===== src/rtl/seg_addr_pkg.sv =====
// Package: shared codes for the segmented address generator.
// Assumes: reference kinds are 3-bit codes and segment identities are 2-bit codes.
package seg_addr_pkg;

    typedef enum logic [2:0] {
        KIND_FETCH = 3'd0,
        KIND_STACK = 3'd1,
        KIND_DATA  = 3'd2,
        KIND_SRC   = 3'd3,
        KIND_DST   = 3'd4
    } ref_kind_e;

    typedef enum logic [1:0] {
        SEG_EXTRA = 2'd0,
        SEG_CODE  = 2'd1,
        SEG_STACK = 2'd2,
        SEG_DATA  = 2'd3
    } seg_id_e;

    localparam int unsigned NUM_SEG = 4;
    localparam int unsigned SEG_ID_W = 2;
    localparam int unsigned KIND_W = 3;

endpackage


===== src/rtl/seg_policy.sv =====
// Module: seg_policy
// Decides which segment a reference uses and whether an override is refused.
// Assumes: codes above KIND_DST are treated as general data. A refused
// override falls back to the kind's default segment.
module seg_policy
    import seg_addr_pkg::*;
(
    input  logic [KIND_W-1:0]   kind,
    input  logic                ovr_en,
    input  logic [SEG_ID_W-1:0] ovr_seg,
    output logic [SEG_ID_W-1:0] seg_id,
    output logic                refused
);
    seg_id_e dflt_seg;
    logic    may_override;

    // Purpose: default segment and override permission for each kind.
    always_comb begin
        case (kind)
            KIND_FETCH: begin dflt_seg = SEG_CODE;  may_override = 1'b0; end
            KIND_STACK: begin dflt_seg = SEG_STACK; may_override = 1'b0; end
            KIND_DST:   begin dflt_seg = SEG_EXTRA; may_override = 1'b0; end
            default:    begin dflt_seg = SEG_DATA;  may_override = 1'b1; end
        endcase
    end

    // Purpose: apply a permitted override, or flag a refused one.
    always_comb begin
        refused = ovr_en && !may_override;
        if (ovr_en && may_override) begin
            seg_id = ovr_seg;
        end else begin
            seg_id = dflt_seg;
        end
    end

endmodule


===== src/rtl/seg_value_mux.sv =====
// Module: seg_value_mux
// Picks one segment value from a bank by identity, using an AND-OR tree.
// Assumes: the bank is indexed by the segment identity code.
module seg_value_mux #(
    parameter int unsigned SEG_W = 16,
    parameter int unsigned N     = 4,
    localparam int unsigned ID_W = (N > 1) ? $clog2(N) : 1
) (
    input  logic [SEG_W-1:0] bank [N],
    input  logic [ID_W-1:0]  sel,
    output logic [SEG_W-1:0] value
);
    logic [SEG_W-1:0] masked [N];

    // Purpose: gate each entry by a decode of the select.
    for (genvar g = 0; g < N; g++) begin : g_gate
        assign masked[g] = (sel == ID_W'(g)) ? bank[g] : '0;
    end

    // Purpose: merge the gated entries.
    always_comb begin
        value = '0;
        for (int i = 0; i < N; i++) begin
            value = value | masked[i];
        end
    end

endmodule


===== src/rtl/seg_addr_adder.sv =====
// Module: seg_addr_adder
// Shifts a segment left by SHIFT bits and adds the zero-extended offset.
// Assumes: the result is kept modulo 2^(SEG_W+SHIFT), so the carry is dropped.
module seg_addr_adder #(
    parameter int unsigned SEG_W = 16,
    parameter int unsigned OFF_W = 16,
    parameter int unsigned SHIFT = 4,
    localparam int unsigned PA_W = SEG_W + SHIFT
) (
    input  logic [SEG_W-1:0] seg,
    input  logic [OFF_W-1:0] off,
    output logic [PA_W-1:0]  addr
);
    logic [PA_W-1:0] base;
    logic [PA_W-1:0] off_ext;

    // Purpose: align the segment base and widen the offset.
    assign base    = {seg, {SHIFT{1'b0}}};
    assign off_ext = PA_W'(off);

    // Purpose: wrapping add at the physical address width.
    assign addr = base + off_ext;

endmodule


===== src/rtl/seg_addr_gen.sv =====
// Module: seg_addr_gen (top)
// Forms a physical address from the segment a reference kind selects, plus an
// offset. The result is registered one stage after the in_valid strobe.
// Assumes: synchronous active-low reset. The result registers hold between strobes.
module seg_addr_gen
    import seg_addr_pkg::*;
#(
    parameter int unsigned SEG_W = 16,
    parameter int unsigned OFF_W = 16,
    parameter int unsigned SHIFT = 4,
    localparam int unsigned PA_W = SEG_W + SHIFT
) (
    input  logic                clk,
    input  logic                rst_n,
    input  logic                in_valid,
    input  logic [KIND_W-1:0]   ref_kind,
    input  logic                ovr_en,
    input  logic [SEG_ID_W-1:0] ovr_seg,
    input  logic [SEG_W-1:0]    seg_es,
    input  logic [SEG_W-1:0]    seg_cs,
    input  logic [SEG_W-1:0]    seg_ss,
    input  logic [SEG_W-1:0]    seg_ds,
    input  logic [OFF_W-1:0]    offset,
    output logic                out_valid,
    output logic [PA_W-1:0]     phys_addr,
    output logic [SEG_ID_W-1:0] seg_used,
    output logic                ovr_bad
);
    logic [SEG_W-1:0]    bank [NUM_SEG];
    logic [SEG_ID_W-1:0] pick_id;
    logic                pick_bad;
    logic [SEG_W-1:0]    pick_val;
    logic [PA_W-1:0]     sum;

    // Purpose: order the segment values by identity code.
    assign bank[SEG_EXTRA] = seg_es;
    assign bank[SEG_CODE]  = seg_cs;
    assign bank[SEG_STACK] = seg_ss;
    assign bank[SEG_DATA]  = seg_ds;

    seg_policy u_policy (
        .kind    (ref_kind),
        .ovr_en  (ovr_en),
        .ovr_seg (ovr_seg),
        .seg_id  (pick_id),
        .refused (pick_bad)
    );

    seg_value_mux #(.SEG_W(SEG_W), .N(NUM_SEG)) u_mux (
        .bank  (bank),
        .sel   (pick_id),
        .value (pick_val)
    );

    seg_addr_adder #(.SEG_W(SEG_W), .OFF_W(OFF_W), .SHIFT(SHIFT)) u_add (
        .seg  (pick_val),
        .off  (offset),
        .addr (sum)
    );

    // Purpose: strobe delay to mark a new result.
    always_ff @(posedge clk) begin
        if (!rst_n) begin
            out_valid <= 1'b0;
        end else begin
            out_valid <= in_valid;
        end
    end

    // Purpose: capture the result on an accepted strobe, hold otherwise.
    always_ff @(posedge clk) begin
        if (!rst_n) begin
            phys_addr <= '0;
            seg_used  <= '0;
            ovr_bad   <= 1'b0;
        end else if (in_valid) begin
            phys_addr <= sum;
            seg_used  <= pick_id;
            ovr_bad   <= pick_bad;
        end
    end

endmodule


===== config.mk =====
export PLATFORM = sky130hd
export DESIGN_NAME = seg_addr_gen
export DESIGN_NICKNAME = d
export VERILOG_FILES = /design/src/rtl/seg_addr_pkg.sv /design/src/rtl/seg_policy.sv /design/src/rtl/seg_value_mux.sv /design/src/rtl/seg_addr_adder.sv /design/src/rtl/seg_addr_gen.sv
export SDC_FILE = /design/constraint.sdc
export NUM_CORES = 1
export LEC_CHECK = 0
export ABC_AREA = 1
export BUFFER_PORTS_ARGS = -buffer_cell sky130_fd_sc_hd__buf_4
export CAP_MARGIN = 20
export CORE_AREA = 2 2 94 96
export DETAILED_ROUTE_END_ITERATION = 8
export DIE_AREA = 0 0 96 98
export HOLD_SLACK_MARGIN = 0.12
export PLACE_DENSITY_LB_ADDON = 0.2
export SLEW_MARGIN = 20
export SYNTH_ARGS = -nofsm -noshare
export SYNTH_HDL_FRONTEND = slang
export SYNTH_SLANG_ARGS = --single-unit

===== constraint.sdc =====
create_clock -name clk -period 3.7 [get_ports clk]
set_input_delay 0.37 -clock clk [delete_from_list [all_inputs] [get_ports clk]]
set_output_delay 0.37 -clock clk [all_outputs]
set_load 0.005 [all_outputs]

==> impl_metrics.ini <==
[run_status]
status = finished, final reports clean

[floorplanning]
io_pins = 113
design.die.area_um2 = 9410
fp-row-count = 34
die_w_um = 96
initial_core_util = 0.231
die_y_um = 98
core_area_um2 = 8470

[critical_path]
critPathKind = in2reg
path_buf_inv = 3
end_kind = flop
critPathMaxFanout = 15
crit_top_cell = nand2_1
startpoint = ref_kind[1]
cp_top_family = compound AO/OA/AOI/OAI gates
rr_startpoint = phys_addr[9]$_SDFFE_PN0P_
rrSetupSlack_ns = 3.03
required_ns = 3.87
crit_arrival_ns = 3.22
path_cells = buf_4 > inv_1 > nand2_1 > a31oi_1 > nor2_4 > nand2_1 > nand4_1 > ha_1 > fa_1 > nand3_1 > nand2_1 > a21oi_1 > o21ai_0 > nand2_1 > nand2_1 > xor2_1 > o21ai_0 > inv_1
critPathMaxStageDelay_ns = 0.41
slowest_stage = fa_1
start_kind = input port

[logic_synthesis]
ys.flop_type = dfxtp_1
synthTopCellsByArea = dfxtp_1 (25%), nand2_1 (19%), nor2_1 (7.9%), ha_1 (7.7%), o21ai_0 (5.9%)
synth_edf_count = 0
synthArstFlopShare = 0
post-synth-top-area-fraction = 0.246
ys_ff_latch = 24
synth.distinct_cells = 26
syn_area_um2 = 1950
yosysSeqAreaShare = 0.246
syn_inst = 318
yosys_warnings = 0
syn_avg_cell_area_um2 = 6.15
synth_fp_nets = 420
synth_area_leader_cell = dfxtp_1

[clock_tree]
cts_buffers = 3
ctsResizeCount = 0
htreeDepth = 1
cts_buffer_depth = 2
cts_setup_buffers = 0
cts-root-buf = clkbuf_8
postCtsHoldBufs = 0
clk_latency_ns = 0.26
cts_tree = yes
cts_sinks = 24
clkTransAtPathRegs_ns = 0.08

[timing]
min_period_ns = 3.05
slew_viol_final = 0
clock_skew_ns = 0
slew_headroom = 0.685
max_freq_mhz = 328
fin_crit_sh = 0.825
worst_pin_slew_ns = 0.470
tns_ns = 0
rsz0062_at_grt = no
finalSetupViolations = 0
finalHoldViolCount = 0

[cells_and_area]
antenna_cells = 0
drive_gt1_frac = 0.326
mostFrequentLayoutCell = buf_4
syn2layout_area_growth_pct = 52.6
layout_common_cells = buf_4 (114), nand2_1 (99), nor2_1 (41)
layout.nets = 530
post-route-util = 0.352

[power]
p_leak_nw = 1.58
power.density_nw_per_um2 = 329
ir_drop_v = 0.000120

[flow_run]
cap_violations = 0

[global_route]
antenna_found_initial = 0
grt_overflow = 0
grt_usage = 0.132
grt_pass1_vias = 2133
grt_start_max_net_pins = 33
grt_pass1_wl_um = 9870

[placed_design]
hpwl_um = 5230
io_buffers = 112
gp_congestion = 0.828

[drt]
route.vias.total = 2277
wire_per_inst_um = 11.5
viasPerCell = 4.26
ant_nets = 0
routed_wirelength_um = 6170
drt_iter0_markers = 51
drc = 0
dr.pass1.iters = 4

[hold_path]
min_from = offset[1]
hold_path_class = in2reg
[registers in the layout (all words and copies together) (netlist names)]
name and cells:
seg_used 2, phys_addr 20, ovr_bad 1, out_valid 1
[cell type report]
type | count | area (µm²)
flip-flops and latches | 24 | 480
multi-input cells | 254 | 1320
well taps | 108 | 135
clock buffers | 3 | 41.3
repair buffers | 114 | 856
fillers | 941 | 5480
inverters | 31 | 116
clock inverters | 1 | 30.0
[cell usage after synthesis (all sizes together), types with 2 or more instances]
| library cell | number |
|---|---|
| o21ai | 25 |
| clkbuf | 5 |
| buf | 4 |
| a31oi | 2 |
| xor2 | 8 |
| ha | 12 |
| a21oi | 12 |
| inv | 30 |
| nor2 | 48 |
| dfxtp | 24 |
| nand2 | 109 |
| nand4 | 13 |
| nand3 | 18 |
| o211ai | 4 |
[worst paths after layout]
kind                                      to  cells past startpoint
setup reg to reg   phys_addr[9]$_SDFFE_PN0P_                      4
hold / removal     phys_addr[1]$_SDFFE_PN0P_                      3
setup / recovery  phys_addr[16]$_SDFFE_PN0P_                     18
hold reg to reg   phys_addr[15]$_SDFFE_PN0P_                      2
[worst register-to-register path: stages, from the launching register on]
cell and delay, ns:
dfxtp_1 0.32, nor2_1 0.09, nor2_1 0.04, o21ai_0 0.07
inv_1 0.05
[where the power goes]
group	switching (mW)	internal (mW)	total, mW
combinational	0.238	0.211	0.449
sequential	0.0154	0.288	0.303
clock	0.0828	0.145	0.227
[kinds of logic (layout without fill, tap and decap cells)]
logic type	Yosys count	count (layout)	synth area share
simple gates	188	188	0.429
buf+inv	40	149	0.0775
fa+ha+maj	13	13	0.0871
xor+xnor	9	9	0.0403
flops	24	24	0.246
compound gates	44	44	0.120
[layer usage]
| layer | global-route usage | routed length (µm) |
|---|---|---|
| met1 | 0.178 | 2840 |
| met2 | 0.213 | 2760 |
| met3 | 0.0293 | 521 |
| met4 | 0.0297 | 57 |
| met5 | 0 | 0 |
[metrics by stage]
stage	hold WS, ns	worst slack, ns	instances	power [mW]	area, µm²
2_1_floorplan	0.472	0.823	318	0.573	1950
3_3_place_gp	0.465	0.339	531	0.764	2910
3_5_place_dp	0.473	0.320	531	0.766	2910
4_1_cts	0.324	0.614	535	0.999	2980
5_1_grt	0.337	0.306	535	1.06	2980
6_report	0.332	0.648	535	0.980	2980
(Power assumes the default switching activity.)
